<file path="src/rtl/srx_pkg.sv">
// Shared types for the serial register-to-register transfer unit.
// Assumes: nothing beyond IEEE 1800-2017 packages.
package srx_pkg;

    // Sequencer phase: waiting for a start, or shifting.
    typedef enum logic {
        XFER_IDLE = 1'b0,
        XFER_RUN  = 1'b1
    } xfer_phase_t;

endpackage

</file>
<file path="src/rtl/srx_src_reg.sv">
// Source register A. Rotates right by one place when shift_en is high.
// Writes par_in when wr_en is high; wr_en wins over shift_en.
// Assumes: rst_n is synchronous and active low, and WIDTH >= 2.
module srx_src_reg #(
    parameter int WIDTH = 4
) (
    input  logic             clk,
    input  logic             rst_n,
    input  logic             wr_en,
    input  logic             shift_en,
    input  logic [WIDTH-1:0] par_in,
    output logic [WIDTH-1:0] q,
    output logic             ser_out
);

    // Bit that leaves the low end on a shift.
    assign ser_out = q[0];

    // Holds, loads or rotates the source word.
    always_ff @(posedge clk) begin
        if (!rst_n) begin
            q <= '0;
        end else if (wr_en) begin
            q <= par_in;
        end else if (shift_en) begin
            q <= {q[0], q[WIDTH-1:1]};
        end
    end


    rotate_keeps_ones_chk: assert property (@(posedge clk) disable iff (!rst_n)
        (shift_en && !wr_en) |=> ($countones(q) == $countones($past(q))));


    src_load_lands_chk: assert property (@(posedge clk) disable iff (!rst_n)
        wr_en |=> (q == $past(par_in)));

endmodule

</file>
<file path="src/rtl/srx_dst_reg.sv">
// Destination register B. Shifts right by one place when shift_en is high,
// taking ser_in into its top bit. Writes par_in when wr_en is high;
// wr_en wins over shift_en.
// Assumes: rst_n is synchronous and active low, and WIDTH >= 2.
module srx_dst_reg #(
    parameter int WIDTH = 4
) (
    input  logic             clk,
    input  logic             rst_n,
    input  logic             wr_en,
    input  logic             shift_en,
    input  logic             ser_in,
    input  logic [WIDTH-1:0] par_in,
    output logic [WIDTH-1:0] q
);

    // Holds, loads or shifts in the serial bit.
    always_ff @(posedge clk) begin
        if (!rst_n) begin
            q <= '0;
        end else if (wr_en) begin
            q <= par_in;
        end else if (shift_en) begin
            q <= {ser_in, q[WIDTH-1:1]};
        end
    end


    dst_load_lands_chk: assert property (@(posedge clk) disable iff (!rst_n)
        wr_en |=> (q == $past(par_in)));

endmodule

</file>
<file path="src/rtl/srx_seq.sv">
// Transfer sequencer. A start pulse while idle arms a run of WIDTH shift
// edges. The registered done output pulses for one cycle after the last
// shift. A load cancels the run, and so does reset.
// Assumes: rst_n is synchronous and active low, and WIDTH >= 2.
module srx_seq
    import srx_pkg::*;
#(
    parameter int WIDTH = 4
) (
    input  logic clk,
    input  logic rst_n,
    input  logic load,
    input  logic start,
    output logic shift_en,
    output logic done
);

    localparam int CW = (WIDTH > 2) ? $clog2(WIDTH) : 1;
    localparam logic [CW-1:0] LAST = CW'(WIDTH - 1);

    xfer_phase_t   phase;
    logic [CW-1:0] cnt;

    // A shift happens on every running edge that is not taken by a load.
    assign shift_en = (phase == XFER_RUN) && !load;

    // Advances the phase and the shift counter, and makes the done pulse.
    always_ff @(posedge clk) begin
        if (!rst_n) begin
            phase <= XFER_IDLE;
            cnt   <= '0;
            done  <= 1'b0;
        end else begin
            done <= 1'b0;
            if (load) begin
                phase <= XFER_IDLE;
                cnt   <= '0;
            end else if (phase == XFER_RUN) begin
                if (cnt == LAST) begin
                    phase <= XFER_IDLE;
                    cnt   <= '0;
                    done  <= 1'b1;
                end else begin
                    cnt <= cnt + 1'b1;
                end
            end else if (start) begin
                phase <= XFER_RUN;
                cnt   <= '0;
            end
        end
    end


    done_single_pulse_chk: assert property (@(posedge clk) disable iff (!rst_n)
        done |=> !done);


    run_counts_up_chk: assert property (@(posedge clk) disable iff (!rst_n)
        (phase == XFER_RUN && !load && cnt != LAST) |=>
            (phase == XFER_RUN && cnt == $past(cnt) + 1'b1));


    load_cancels_chk: assert property (@(posedge clk) disable iff (!rst_n)
        load |=> (phase == XFER_IDLE && !done));

endmodule

</file>
<file path="src/rtl/serial_xfer_unit.sv">
// Serial register-to-register transfer unit. Source A rotates into itself
// and copies each outgoing bit into destination B. After WIDTH shifts,
// B equals A and A is unchanged.
// Assumes: rst_n is synchronous and active low, and the inputs are
// synchronous to clk.
module serial_xfer_unit #(
    parameter int WIDTH = 4
) (
    input  logic             clk,
    input  logic             rst_n,
    input  logic             load,
    input  logic             start,
    input  logic [WIDTH-1:0] a_init,
    input  logic [WIDTH-1:0] b_init,
    output logic [WIDTH-1:0] a_q,
    output logic [WIDTH-1:0] b_q,
    output logic             done
);

    logic shift_en;
    logic link_bit;

    // Sequencer: decides which edges shift.
    srx_seq #(.WIDTH(WIDTH)) u_seq (
        .clk      (clk),
        .rst_n    (rst_n),
        .load     (load),
        .start    (start),
        .shift_en (shift_en),
        .done     (done)
    );

    // Source register with rotate feedback.
    srx_src_reg #(.WIDTH(WIDTH)) u_src (
        .clk      (clk),
        .rst_n    (rst_n),
        .wr_en    (load),
        .shift_en (shift_en),
        .par_in   (a_init),
        .q        (a_q),
        .ser_out  (link_bit)
    );

    // Destination register fed by the serial link.
    srx_dst_reg #(.WIDTH(WIDTH)) u_dst (
        .clk      (clk),
        .rst_n    (rst_n),
        .wr_en    (load),
        .shift_en (shift_en),
        .ser_in   (link_bit),
        .par_in   (b_init),
        .q        (b_q)
    );


    link_bit_enters_b_chk: assert property (@(posedge clk) disable iff (!rst_n)
        shift_en |=> (b_q[WIDTH-1] == $past(a_q[0])));


    copy_matches_chk: assert property (@(posedge clk) disable iff (!rst_n)
        done |-> (b_q == a_q));


    idle_hold_chk: assert property (@(posedge clk) disable iff (!rst_n)
        (!shift_en && !load) |=> ($stable(a_q) && $stable(b_q)));

endmodule

</file>
<file path="config.mk">
export PLATFORM = sky130hd
export DESIGN_NAME = serial_xfer_unit
export DESIGN_NICKNAME = d
export VERILOG_FILES = /design/src/rtl/srx_pkg.sv /design/src/rtl/srx_src_reg.sv /design/src/rtl/srx_dst_reg.sv /design/src/rtl/srx_seq.sv /design/src/rtl/serial_xfer_unit.sv
export SDC_FILE = /design/constraint.sdc
export NUM_CORES = 1
export LEC_CHECK = 0
export BUFFER_PORTS_ARGS = -buffer_cell sky130_fd_sc_hd__buf_2
export CAP_MARGIN = 25
export CORE_UTILIZATION = 40
export DETAILED_ROUTE_END_ITERATION = 8
export PLACE_DENSITY = 0.69
export SYNTH_ARGS = -nofsm -noshare
export SYNTH_HDL_FRONTEND = slang
export SYNTH_SLANG_ARGS = --single-unit
</file>
<file path="constraint.sdc">
create_clock -name clk -period 1.7 [get_ports clk]
set_clock_uncertainty 0.2 [all_clocks]
set_input_delay 0.17 -clock clk [delete_from_list [all_inputs] [get_ports clk]]
set_output_delay 0.17 -clock clk [all_outputs]
set_load 0.01 [all_outputs]
</file>
==> results of run 1 <==
-- cell usage in the layout (no fill, tap or decap), drive strengths merged --
| master | count |
|---|---|
| o211a | 6 |
| nand2 | 2 |
| mux2 | 6 |
| dfxtp | 12 |
| ha | 2 |
| clkbuf | 3 |
| a211oi | 1 |
| o311a | 2 |
| a21oi | 2 |
| or3b | 3 |
| nand2b | 9 |
| buf | 20 |
| dlygate4sd3 | 1 |
| and2b | 2 |
| nor2 | 2 |
| and2 | 1 |
-- worst max-delay path by stage --
stage,endpoint,slack [ns],cells after the start
6_report,u_src.q[2]$_SDFFE_PN0P_,0.17,2
3_5_place_dp,u_src.q[2]$_SDFFE_PN0P_,0.17,2
2_1_floorplan,u_dst.q[0]$_SDFFE_PN0P_,0.35,4
4_1_cts,u_src.q[2]$_SDFFE_PN0P_,0.17,2
5_1_grt,u_src.q[1]$_SDFFE_PN0P_,0.06,2
3_3_place_gp,u_dst.q[1]$_SDFFE_PN0P_,0.19,2
-- per-layer routing --
layer	wire, um	GRT usage
met3	46	0.0667
met2	415	0.194
met5	0	0
met1	491	0.202
met4	13	0.100
-- power by group through the flow --
stage | clock network [W] | logic [W] | registers (W)
floorplan | 0 | 0.0000554 | 0.000317
global placement | 0 | 0.0000807 | 0.000317
detailed placement | 0 | 0.0000818 | 0.000317
CTS | 0.000176 | 0.0000838 | 0.000310
global route | 0.000197 | 0.0000919 | 0.000313
finish | 0.000170 | 0.0000829 | 0.000310
-- metrics by stage --
| stage | instance area (sq um) | worst slack, ns | power, W | util | hold WS [ns] |
|---|---|---|---|---|---|
| finish | 701 | 0.167 | 0.000564 | 0.525 | 0.0117 |
| global route | 701 | 0.0627 | 0.000602 | 0.525 | 0.00345 |
| CTS | 701 | 0.170 | 0.000570 | 0.525 | 0.0100 |
| detailed placement | 668 | 0.175 | 0.000399 | 0.501 | 0.265 |
| global placement | 668 | 0.194 | 0.000397 | 0.501 | 0.263 |
| floorplan | 588 | 0.350 | 0.000373 | - | 0.135 |
-- cell families after synthesis --
group,Yosys count,synth area share
DFF,12,0.409
AOI/OAI and AO/OA,11,0.166
adders and majority gates,2,0.0425
muxes,6,0.115
and+or+nand+nor,19,0.202
buffers and inverters,5,0.0659
-- cell type report --
type,instances,area (sq um)
fillers,130,633
repair buffers,21,110
multi-input cells,38,309
well taps,15,18.8
flip-flops and latches,12,240
clock buffers,3,22.5
-- state kept, by name, indices dropped and copies added (netlist names) --
signal,cells
u_dst.q,4
u_seq.cnt,2
u_seq.done,1
u_src.q,4
u_seq.phase,1
-- worst max-delay path, stage by stage (launching register included) --
cell and delay, ns:
dfxtp_1 0.64, mux2_2 0.40, o211a_1 0.20
-- repair_timing --
action                                 in CTS  in global routing
buffers inserted                            0                  0
endpoints found under the hold margin       3                  0
hold buffers                                1                  0
==> results.md, run 1 <==
Worst hold path:
- The worst hold path depth is 2.
- The worst hold path begins at rst_n.
- The endpoint of the worst hold-timing path is u_src.q[3]$_SDFFE_PN0P_.
- In this run the worst hold path is classified as in -> reg.

Run:
- The count of maximum capacitance violations is 0.

Pwr:
- Of the total power, the share spent switching nets is 0.242.
- The share of total power dissipated in the clock network is 0.302.
- The power per unit of standard cell area is 804 nW/um^2.
- Of the total power, combinational logic draws 0.147.
- IR analysis of the VDD net gives a maximum drop of 0.000475 V.
- For this design the total switching power over the nets is 0.000136 W.
- The fraction of power consumed by sequential logic is 0.551.
- The design internal power is 0.000427 W.
- Summed over all cells, the static leakage comes to 0.377 nW.

Synthesis:
- The leading area contributor after synthesis is dfxtp_1.
- The number of synthesized register bits is 12.
- The number of warnings printed during yosys synthesis is 0.
- A synthesized cell averages 10.7 sq um.
- Counting every net in the synthesized netlist gives 69.
- The number of different library cells used by synthesis comes to 17.
- The dominant register cell in the synthesized netlist is dfxtp_1.
- After synthesis, the most frequently instantiated cells are dfxtp_1 (12), nand2b_1 (9), mux2_2 (6), o211a_1 (6), or3b_1 (3).
- Counting flops with an async set or reset pin after synthesis yields a share of 0.
- The most frequently used cell type in the post-synthesis netlist is dfxtp_1.
- The register area share after synthesis is 0.409.
- The cell count after synthesis is 55.
- The share of synthesized area in the top cell type comes to 0.409.
- The post-synthesis instance area is 588 sq um.
- Counting flops with a built-in enable in the synthesized netlist gives 0.
- Sorting the synthesized cells by area gives the leading types as dfxtp_1 (41%), mux2_2 (11%), o211a_1 (10%).

Finish:
- Excluding fillers, the count of instances in the completed layout stands at 89.
- The number of antenna diodes in the final layout is 0.
- The count of nets after finishing is 90.
- The area overhead of the layout relative to synthesis is 19.1%.
- In the final layout, the share of cells above drive strength 1 is 0.392.

Detailed routing:
- For this block, the initial DRC count from the detailed router was 5.
- In this run the remaining antenna-violating nets after routing total 0.
- Dividing the detail-routed wire length by the instance count gives 10.9 um.
- The DRC violation count after routing is 0.
- The detailed router placed 446 vias in this run.
- The wire length reported by the detailed router is 966 um.
- The detailed-router iteration count before antenna repair is 2.
- The via count normalized by instance count is 5.01.

CTS:
- The clock-pin slew on the worst setup and hold paths is 0.07 ns.
- The number of buffers created by CTS is 3.
- The maximum buffer depth of the clock tree is 2.
- The cell chosen for the clock root is clkbuf_4.
- The H-tree depth reported by CTS is 1.
- The number of resized instances in the post-cts repair step is 0.
- The clock tree from TritonCTS is done.
- The clock latency reported for the late side of the worst-skew pair is 0.26 ns.
- Clock tree synthesis found a total of 12 sinks.

Critical path:
- The capturing element type of the critical path is a flop.
- The endpoint of the worst register-to-register path is u_src.q[2]$_SDFFE_PN0P_.
- Across all register-to-register paths, the minimum setup slack is 0.17 ns.
- The number of cells on the worst reg-to-reg path is 2.
- The startpoint identified for the worst register-to-register timing path is u_seq.phase$_SDFF_PP0_.
- STA classifies the critical path startpoint as a flop.
- The critical path starts at u_seq.phase$_SDFF_PP0_.
- The worst setup path is of the reg -> reg kind.
- The maximum fanout along the worst path is 16.
- At the worst endpoint, the arrival time is 1.50 ns.
- The required time of the critical path is 1.66 ns.

Die:
- The floorplan step set the die height to 40.3 um.
- The full die area is 1630 sq um.
- For this configuration, the core starts out at a cell density of 0.441.
- The floorplan has 13 rows.
- The die span in x is 40.3 um.
- The I/O pin total is 21.
- The core region is 1330 sq um.

STA:
- The count of endpoints failing setup in the final report is 0.
- The portion of the clock cycle consumed by the worst path in the final layout is 0.902.
- The final-report hold violation count came to 0.
- The normalized max-slew margin is 0.666.
- The smallest clock period supported by the final layout is computed as 1.53 ns.
- The max-slew violation count is 0.
- Setup repair after global routing left no endpoint under its margin.
- The aggregate negative setup slack is 0 ns.
- The highest clock rate is 0.652 GHz.
- For the pin with the worst max-slew slack, the measured transition is 0.500 ns.

Global routing:
- In the global route stage, overall resource usage came out at 0.152.
- After global routing the overflow that remains totals 0.
- Entering global routing, the biggest net connects 18 pins.
- The global-route wire length before repair is 1550 um.
- The number of global-route vias before repair was 360.
- The number of antenna violations at the first check in global routing is 0.

Place:
- The HPWL after detailed placement is 704 um.
- The number of placed cells counting well taps is 85.
- The placer's final routability congestion estimate is 0.646.
- Port buffering added 20 buffers.

Run status:
- The flow ran to the end, and the final reports show no timing, DRC or antenna violations.
Note: power is estimated with default switching activity, not from simulation.
==> inputs of run 2 (changes only) <==
==> constraint.sdc (replaced) <==
create_clock -name clk -period 1.7 [get_ports clk]
set_clock_uncertainty 0.2 [all_clocks]
set_input_delay 0.51 -clock clk [delete_from_list [all_inputs] [get_ports clk]]
set_output_delay 0.51 -clock clk [all_outputs]
set_load 0.01 [all_outputs]
==> run 2 against run 1 <==
  * Sequential share of layout area down 0.54 points
  * Routed wire length decreased by 2.2%
  * Critical endpoint is now u_dst.q[1]$_SDFFE_PN0P_
  * Cell area increased by 1.6%
  * Cell count increased by 1.1%
  * Power is 9.5% higher
  * Via count up 4.9%
  * First-iteration DRC count unchanged
  * Sequential power about the same
  * Flip-flop and latch count is the same
  * Clock power rose by 32%
  * Hold slack gained 0.31 ns
  * Largest power group unchanged
  * Critical path type unchanged
==> results.md, run 2 (synthesis gave the netlist of run 1 again) <==
Run status:
- Status: finished clean (unchanged).

Detailed routing:
- The mean routed wirelength per cell is 10.5 um (was 10.9 um).
- The detailed-router iteration count before antenna repair was 3 (was 2).
- The wire length reported by the detailed router was 945 um (was 966 um).
- The via count normalized by instance count is 5.20 (was 5.01).
- The DRC violation count after routing came to 0 (unchanged).
- The total number of vias was 468 (was 446).
- The iteration-0 DRC count of the detailed router is 5 (unchanged).
- The post-route antenna net violation count is 0 (unchanged).

CTS:
- The clock latency reported for the late side of the worst-skew pair is 0.27 ns (was 0.26 ns).
- The number of resized instances in the post-cts repair step was 0 (unchanged).
- The H-tree depth reported by CTS came to 1 (unchanged).
- The count of hold-fix buffers inserted at cts is 0 (was 1).
- The clock-pin slew on the worst setup and hold paths was 0.08 ns (was 0.07 ns).
- The post-CTS repair timing setup buffer count is 0 (unchanged).
- The number of sinks on the clock net is 12 (unchanged).
- The cell chosen for the clock root is clkbuf_4 (unchanged).
- The maximum buffer depth of the clock tree is 2 (unchanged).
- The clock tree from TritonCTS is done (unchanged).
- The number of buffers created by CTS is 3 (unchanged).

STA:
- The normalized max-slew margin is 0.683 (was 0.666).
- The max-slew violation count is 0 (unchanged).
- Unrepaired setup endpoints after global routing: false (unchanged).
- The portion of the clock cycle consumed by the worst path in the final layout is 0.889 (was 0.902).
- The aggregate negative setup slack was 0 ns (unchanged).
- The pin slew with the least headroom to its limit came to 0.476 ns (was 0.500 ns).
- The final-report hold violation count is 0 (unchanged).
- The count of endpoints failing setup in the final report is 0 (unchanged).
- The shortest period the worst path allows is 1.51 ns (was 1.53 ns).
- The highest clock rate was 0.662 GHz (was 0.652 GHz).

Place:
- The HPWL after detailed placement is 725 um (was 704 um).
- The placer's final routability congestion estimate is 0.650 (was 0.646).
- The number of port buffers is 20 (unchanged).
- The number of placed cells counting well taps is 86 (was 85).

Die:
- The die outline height is 40.3 um (unchanged).
- The I/O pin total is 21 (unchanged).
- The placeable core area was 1330 sq um (unchanged).
- The full die area is 1630 sq um (unchanged).
- The starting density of the core is 0.441 (unchanged).
- The row count is 13 (unchanged).
- The die span in x is 40.3 um (unchanged).

Finish:
- Most used cells in the layout excluding fill and tap cells: buf_2 (20), dfxtp_1 (12), nand2b_1 (9) (unchanged).
- The ratio of cells with drive above 1 in the final layout is 0.413 (was 0.392).
- The count of nets after finishing was 90 (unchanged).
- The antenna diode count is 0 (unchanged).
- The area overhead of the layout relative to synthesis is 21.1% (was 19.1%).
- The most common library cell in the layout ignoring fill and taps is buf_2 (unchanged).
- Top flop regs: u_dst.q: 4 flops, u_src.q: 4 flops, u_seq.cnt: 2 flops (unchanged).
- The post-route non-filler standard cell count is 90 (was 89).

Critical path:
- The required time of the critical path is 1.67 ns (was 1.66 ns).
- The capturing element type of the critical path is a flop (unchanged).
- The data arrival time at the worst-slack endpoint is 1.48 ns (was 1.50 ns).
- The beginning of the worst register-to-register path is u_seq.phase$_SDFF_PP0_ (unchanged).
- The number of buffer and inverter stages on the critical path is 0 (unchanged).
- The kind of cell adding the most delay to the critical path is flip-flops (unchanged).
- The critical path's largest stage delay is 0.62 ns (was 0.64 ns).
- The maximum fanout along the worst path is 16 (unchanged).
- The standard cell with the maximum stage delay on the critical path is dfxtp_1 (unchanged).
- The kind of start point of the critical path is a flop (unchanged).
- The kind of critical path is reg -> reg (unchanged).
- Chain of cells forming the critical path: mux2_2, o211a_1 (unchanged).
- The worst setup path startpoint is u_seq.phase$_SDFF_PP0_ (unchanged).

Global routing:
- The number of global-route vias before repair is 376 (was 360).
- The number of antenna violations at the first check in global routing is 0 (unchanged).
- The global-route wire length before repair is 1470 um (was 1550 um).
- The residual overflow from global routing is 0 (unchanged).
- The largest net degree at the start of global routing is 18 (unchanged).
- The global-route usage over all layers is 0.144 (was 0.152).

Pwr:
- The switching power total came to 0.000141 W (was 0.000136 W).
- The clock group share of total power is 0.363 (was 0.302).
- The combinational fraction of design power is 0.134 (was 0.147).
- The peak supply drop was 0.000478 V (was 0.000475 V).
- The switching power as a share of total power is 0.229 (was 0.242).
- The fraction of power consumed by sequential logic was 0.502 (was 0.551).
- The power per unit of standard cell area is 867 nW/um^2 (was 804 nW/um^2).
- The leakage dissipation is 0.385 nW (was 0.377 nW).
- The design internal power is 0.000476 W (was 0.000427 W).

Worst hold path:
- The startpoint of the most critical hold path is start (was rst_n).
- The class of the worst hold path is in -> reg (unchanged).

Run:
- The count of maximum capacitance violations is 0 (unchanged).
## run 2: cell types whose count changed in the layout (fill, tap and decap cells not counted), sizes merged
cell         before  now
buf              20   21
clkbuf            3    4
dlygate4sd3       1    0
## run 2: layout make-up
class,instances,area (sq um)
clock buffer,4,36.3
fill,130,622
multi-input combinational,38,309
sequential,12,240
tap,15,18.8
timing repair buffer,21,108
## run 2: per-stage QoR
step	cell area, sq um	setup WS (ns)	power (W)	utilization	hold slack [ns]
CTS	712	0.178	0.000623	0.534	0.316
detailed placement	676	0.185	0.000401	0.507	0.377
finish	712	0.189	0.000617	0.534	0.318
global placement	676	0.191	0.000400	0.507	0.370
floorplan	588	0.350	0.000373	-	0.346
global route	712	0.0625	0.000653	0.534	0.336
## run 2: power groups by stage
stage          Clock, W  Combinational [W]  Sequential (W)
2_1_floorplan         0          0.0000554        0.000317
3_3_place_gp          0          0.0000828        0.000317
3_5_place_dp          0          0.0000838        0.000317
4_1_cts        0.000229          0.0000841        0.000310
5_1_grt        0.000248          0.0000917        0.000314
6_report       0.000224          0.0000829        0.000310
## run 2: worst paths after layout
check | endpoint | slack (ns) | depth (start not counted)
max | u_dst.q[1]$_SDFFE_PN0P_ | 0.19 | 2
min reg2reg | u_seq.cnt[1]$_SDFFE_PP0P_ | 0.38 | 2
max reg2reg | u_dst.q[1]$_SDFFE_PN0P_ | 0.19 | 2
min | u_seq.phase$_SDFF_PP0_ | 0.32 | 3
## run 2: layer usage
metal / share of wire / track usage
met4: 0.025 / 0.100
met1: 0.45 / 0.175
met3: 0.051 / 0.0667
met2: 0.47 / 0.198
met5: 0 / 0
## run 2: worst min-delay path, delay by kind of cell
kind / cells / cell delay, ns
AND/OR/NAND/NOR: 1 / 0.08
AO/OA/AOI/OAI: 1 / 0.04
buffers and inverters: 1 / 0.11
==> inputs of run 3 (changes only) <==
CELL_PAD_IN_SITES_DETAIL_PLACEMENT = 0   (was default)
CELL_PAD_IN_SITES_GLOBAL_PLACEMENT = 1   (was default)
CORE_ASPECT_RATIO = 0.8   (was default)
CORE_UTILIZATION = 35   (was 40)
PLACE_DENSITY = 0.77   (was 0.69)
==> run 3 against run 2 <==
  * Count of clock-buffer cells in the layout is the same
  * Core utilization shrank 5.0 points
  * Flip-flop and latch count is the same
  * Worst setup slack lost 0.019 ns
  * Critical path type unchanged
==> results.md, run 3 (synthesis gave the netlist of run 1 again) <==
Run status:
- Status: finished clean (unchanged).

Critical path:
- The beginning of the worst register-to-register path is u_seq.phase$_SDFF_PP0_ (unchanged).
- Chain of cells forming the critical path: mux2_2, o211a_1 (unchanged).
- The capturing element type of the critical path is a flop (unchanged).
- The kind of critical path is reg -> reg (unchanged).
- The number of buffer and inverter stages on the critical path was 0 (unchanged).
- The required time of the critical path came to 1.66 ns (was 1.67 ns).
- The kind of cell adding the most delay to the critical path is flip-flops (unchanged).
- The total stage count of the critical path is 2 (unchanged).
- The end point of the critical path is u_src.q[1]$_SDFFE_PN0P_ (was u_dst.q[1]$_SDFFE_PN0P_).
- The data arrival time at the worst-slack endpoint is 1.49 ns (was 1.48 ns).
- The number of cells on the worst reg-to-reg path is 2 (unchanged).
- The flop-to-flop setup slack was 0.17 ns (was 0.19 ns).
- The endpoint of the worst register-to-register path is u_src.q[1]$_SDFFE_PN0P_ (was u_dst.q[1]$_SDFFE_PN0P_).
- The maximum fanout along the worst path is 16 (unchanged).
- The worst setup path startpoint is u_seq.phase$_SDFF_PP0_ (unchanged).
- The kind of start point of the critical path is a flop (unchanged).
- The critical path's largest stage delay is 0.63 ns (was 0.62 ns).
- The standard cell with the maximum stage delay on the critical path is dfxtp_1 (unchanged).

STA:
- The final-report hold violation count is 0 (unchanged).
- The portion of the clock cycle consumed by the worst path in the final layout is 0.900 (was 0.889).
- The shortest period the worst path allows is 1.53 ns (was 1.51 ns).
- The highest clock rate came to 0.654 GHz (was 0.662 GHz).
- The normalized max-slew margin was 0.675 (was 0.683).
- The max-slew violation count is 0 (unchanged).
- Unrepaired setup endpoints after global routing: false (unchanged).
- The pin slew with the least headroom to its limit was 0.487 ns (was 0.476 ns).
- The count of endpoints failing setup in the final report is 0 (unchanged).
- The aggregate negative setup slack was 0 ns (unchanged).

Die:
- The row count is 12 (was 13).
- The full die area is 1850 sq um (was 1630 sq um).
- The die outline height is 38.7 um (was 40.3 um).
- The placeable core area is 1470 sq um (was 1330 sq um).
- The die span in x is 47.8 um (was 40.3 um).
- The I/O pin total was 21 (unchanged).
- The starting density of the core is 0.400 (was 0.441).

Global routing:
- The largest net degree at the start of global routing came to 18 (unchanged).
- The met1 routing resource usage after global routing came to 0.166 (was 0.175).
- The busiest layer in global routing is met2 (unchanged).
- The residual overflow from global routing is 0 (unchanged).
- The global-route usage over all layers is 0.137 (was 0.144).
- The fraction of met2 tracks used by global routing came to 0.199 (was 0.198).
- The global-route wire length before repair is 1680 um (was 1470 um).
- The met3 routing resource usage after global routing is 0.0841 (was 0.0667).
- The number of antenna violations at the first check in global routing was 0 (unchanged).
- The number of global-route vias before repair is 400 (was 376).

Detailed routing:
- The post-route antenna net violation count is 0 (unchanged).
- The iteration-0 DRC count of the detailed router was 3 (was 5).
- The mean routed wirelength per cell is 10.3 um (was 10.5 um).
- The total number of vias is 442 (was 468).
- The via count normalized by instance count is 4.65 (was 5.20).
- The DRC violation count after routing is 0 (unchanged).
- The wire length reported by the detailed router came to 979 um (was 945 um).
- The detailed-router iteration count before antenna repair is 3 (unchanged).

Finish:
- The post-route non-filler standard cell count is 95 (was 90).
- The ratio of cells with drive above 1 in the final layout is 0.405 (was 0.413).
- The antenna diode count is 0 (unchanged).
- Top flop regs: u_dst.q: 4 flops, u_src.q: 4 flops, u_seq.cnt: 2 flops (unchanged).
- The most common library cell in the layout ignoring fill and taps is buf_2 (unchanged).
- The area overhead of the layout relative to synthesis is 21.1% (unchanged).
- The number of fill cells is 161 (was 130).
- Most used cells in the layout excluding fill and tap cells: buf_2 (20), dfxtp_1 (12), nand2b_1 (9) (unchanged).
- The count of nets after finishing is 89 (was 90).

Worst hold path:
- The startpoint of the most critical hold path is start (unchanged).
- The worst hold path depth is 3 (unchanged).
- The class of the worst hold path is in -> reg (unchanged).

CTS:
- The clock tree from TritonCTS is done (unchanged).
- The post-CTS repair timing setup buffer count is 0 (unchanged).
- The number of sinks on the clock net is 12 (unchanged).
- The H-tree depth reported by CTS is 1 (unchanged).
- The cell chosen for the clock root is clkbuf_4 (unchanged).
- The number of buffers created by CTS is 3 (unchanged).
- The number of resized instances in the post-cts repair step came to 0 (unchanged).
- The maximum buffer depth of the clock tree was 2 (unchanged).
- The count of hold-fix buffers inserted at cts is 0 (unchanged).
- The clock-pin slew on the worst setup and hold paths is 0.07 ns (was 0.08 ns).
- The clock latency reported for the late side of the worst-skew pair is 0.27 ns (about the same).

Pwr:
- The leakage dissipation came to 0.380 nW (was 0.385 nW).
- The power per unit of standard cell area was 862 nW/um^2 (was 867 nW/um^2).
- The peak supply drop came to 0.000595 V (was 0.000478 V).

Place:
- The number of placed cells counting well taps came to 91 (was 86).
- The HPWL after detailed placement is 718 um (was 725 um).
- The number of port buffers is 20 (unchanged).
- The placer's final routability congestion estimate is 0.657 (was 0.650).

Run:
- The count of maximum capacitance violations is 0 (unchanged).
-- run 3: how the worst min path moves through the flow --
stage	to	slack (ns)
after floorplan	u_seq.cnt[0]$_SDFFE_PP0P_	0.35
after global placement	u_seq.cnt[1]$_SDFFE_PP0P_	0.38
after detailed placement	u_seq.cnt[1]$_SDFFE_PP0P_	0.38
after CTS	u_seq.phase$_SDFF_PP0_	0.31
after global routing	u_seq.phase$_SDFF_PP0_	0.32
final	u_seq.phase$_SDFF_PP0_	0.32
-- run 3: layer usage --
| layer | wire [um] | share of wire |
|---|---|---|
| met2 | 396 | 0.40 |
| met1 | 501 | 0.51 |
| met5 | 0 | 0 |
| met4 | 0 | 0 |
| met3 | 82 | 0.084 |
-- run 3: worst register-to-register path, stage by stage, from the launching register on --
cell	delay, ns
dfxtp_1	0.63
mux2_2	0.40
o211a_1	0.20
-- run 3: final cells by class --
type	instances	area, sq um	area share
Clock buffer	4	36.3	0.0510
Multi-Input combinational cell	38	309	0.434
Sequential cell	12	240	0.337
Timing Repair Buffer	20	100	0.141
Tap cell	21	26.3	0.0369
-- run 3: power by group --
group          leakage [nW]  total [W]  switching [W]  internal [W]
Sequential           0.0990   0.000311      0.0000138      0.000297
Clock                0.0210   0.000221      0.0000909      0.000130
Combinational         0.260  0.0000820      0.0000348     0.0000473
Total                 0.380   0.000614       0.000139      0.000474
-- run 3: through the flow --
stage          hold slack [ns]  instance area [sq um]  worst slack [ns]   util  total power [W]
2_1_floorplan            0.346                    588             0.350      -         0.000373
3_3_place_gp             0.379                    676             0.194  0.459         0.000398
3_5_place_dp             0.375                    676             0.186  0.459         0.000400
4_1_cts                  0.312                    712             0.167  0.484         0.000623
5_1_grt                  0.321                    712            0.0844  0.484         0.000657
6_report                 0.320                    712             0.171  0.484         0.000614
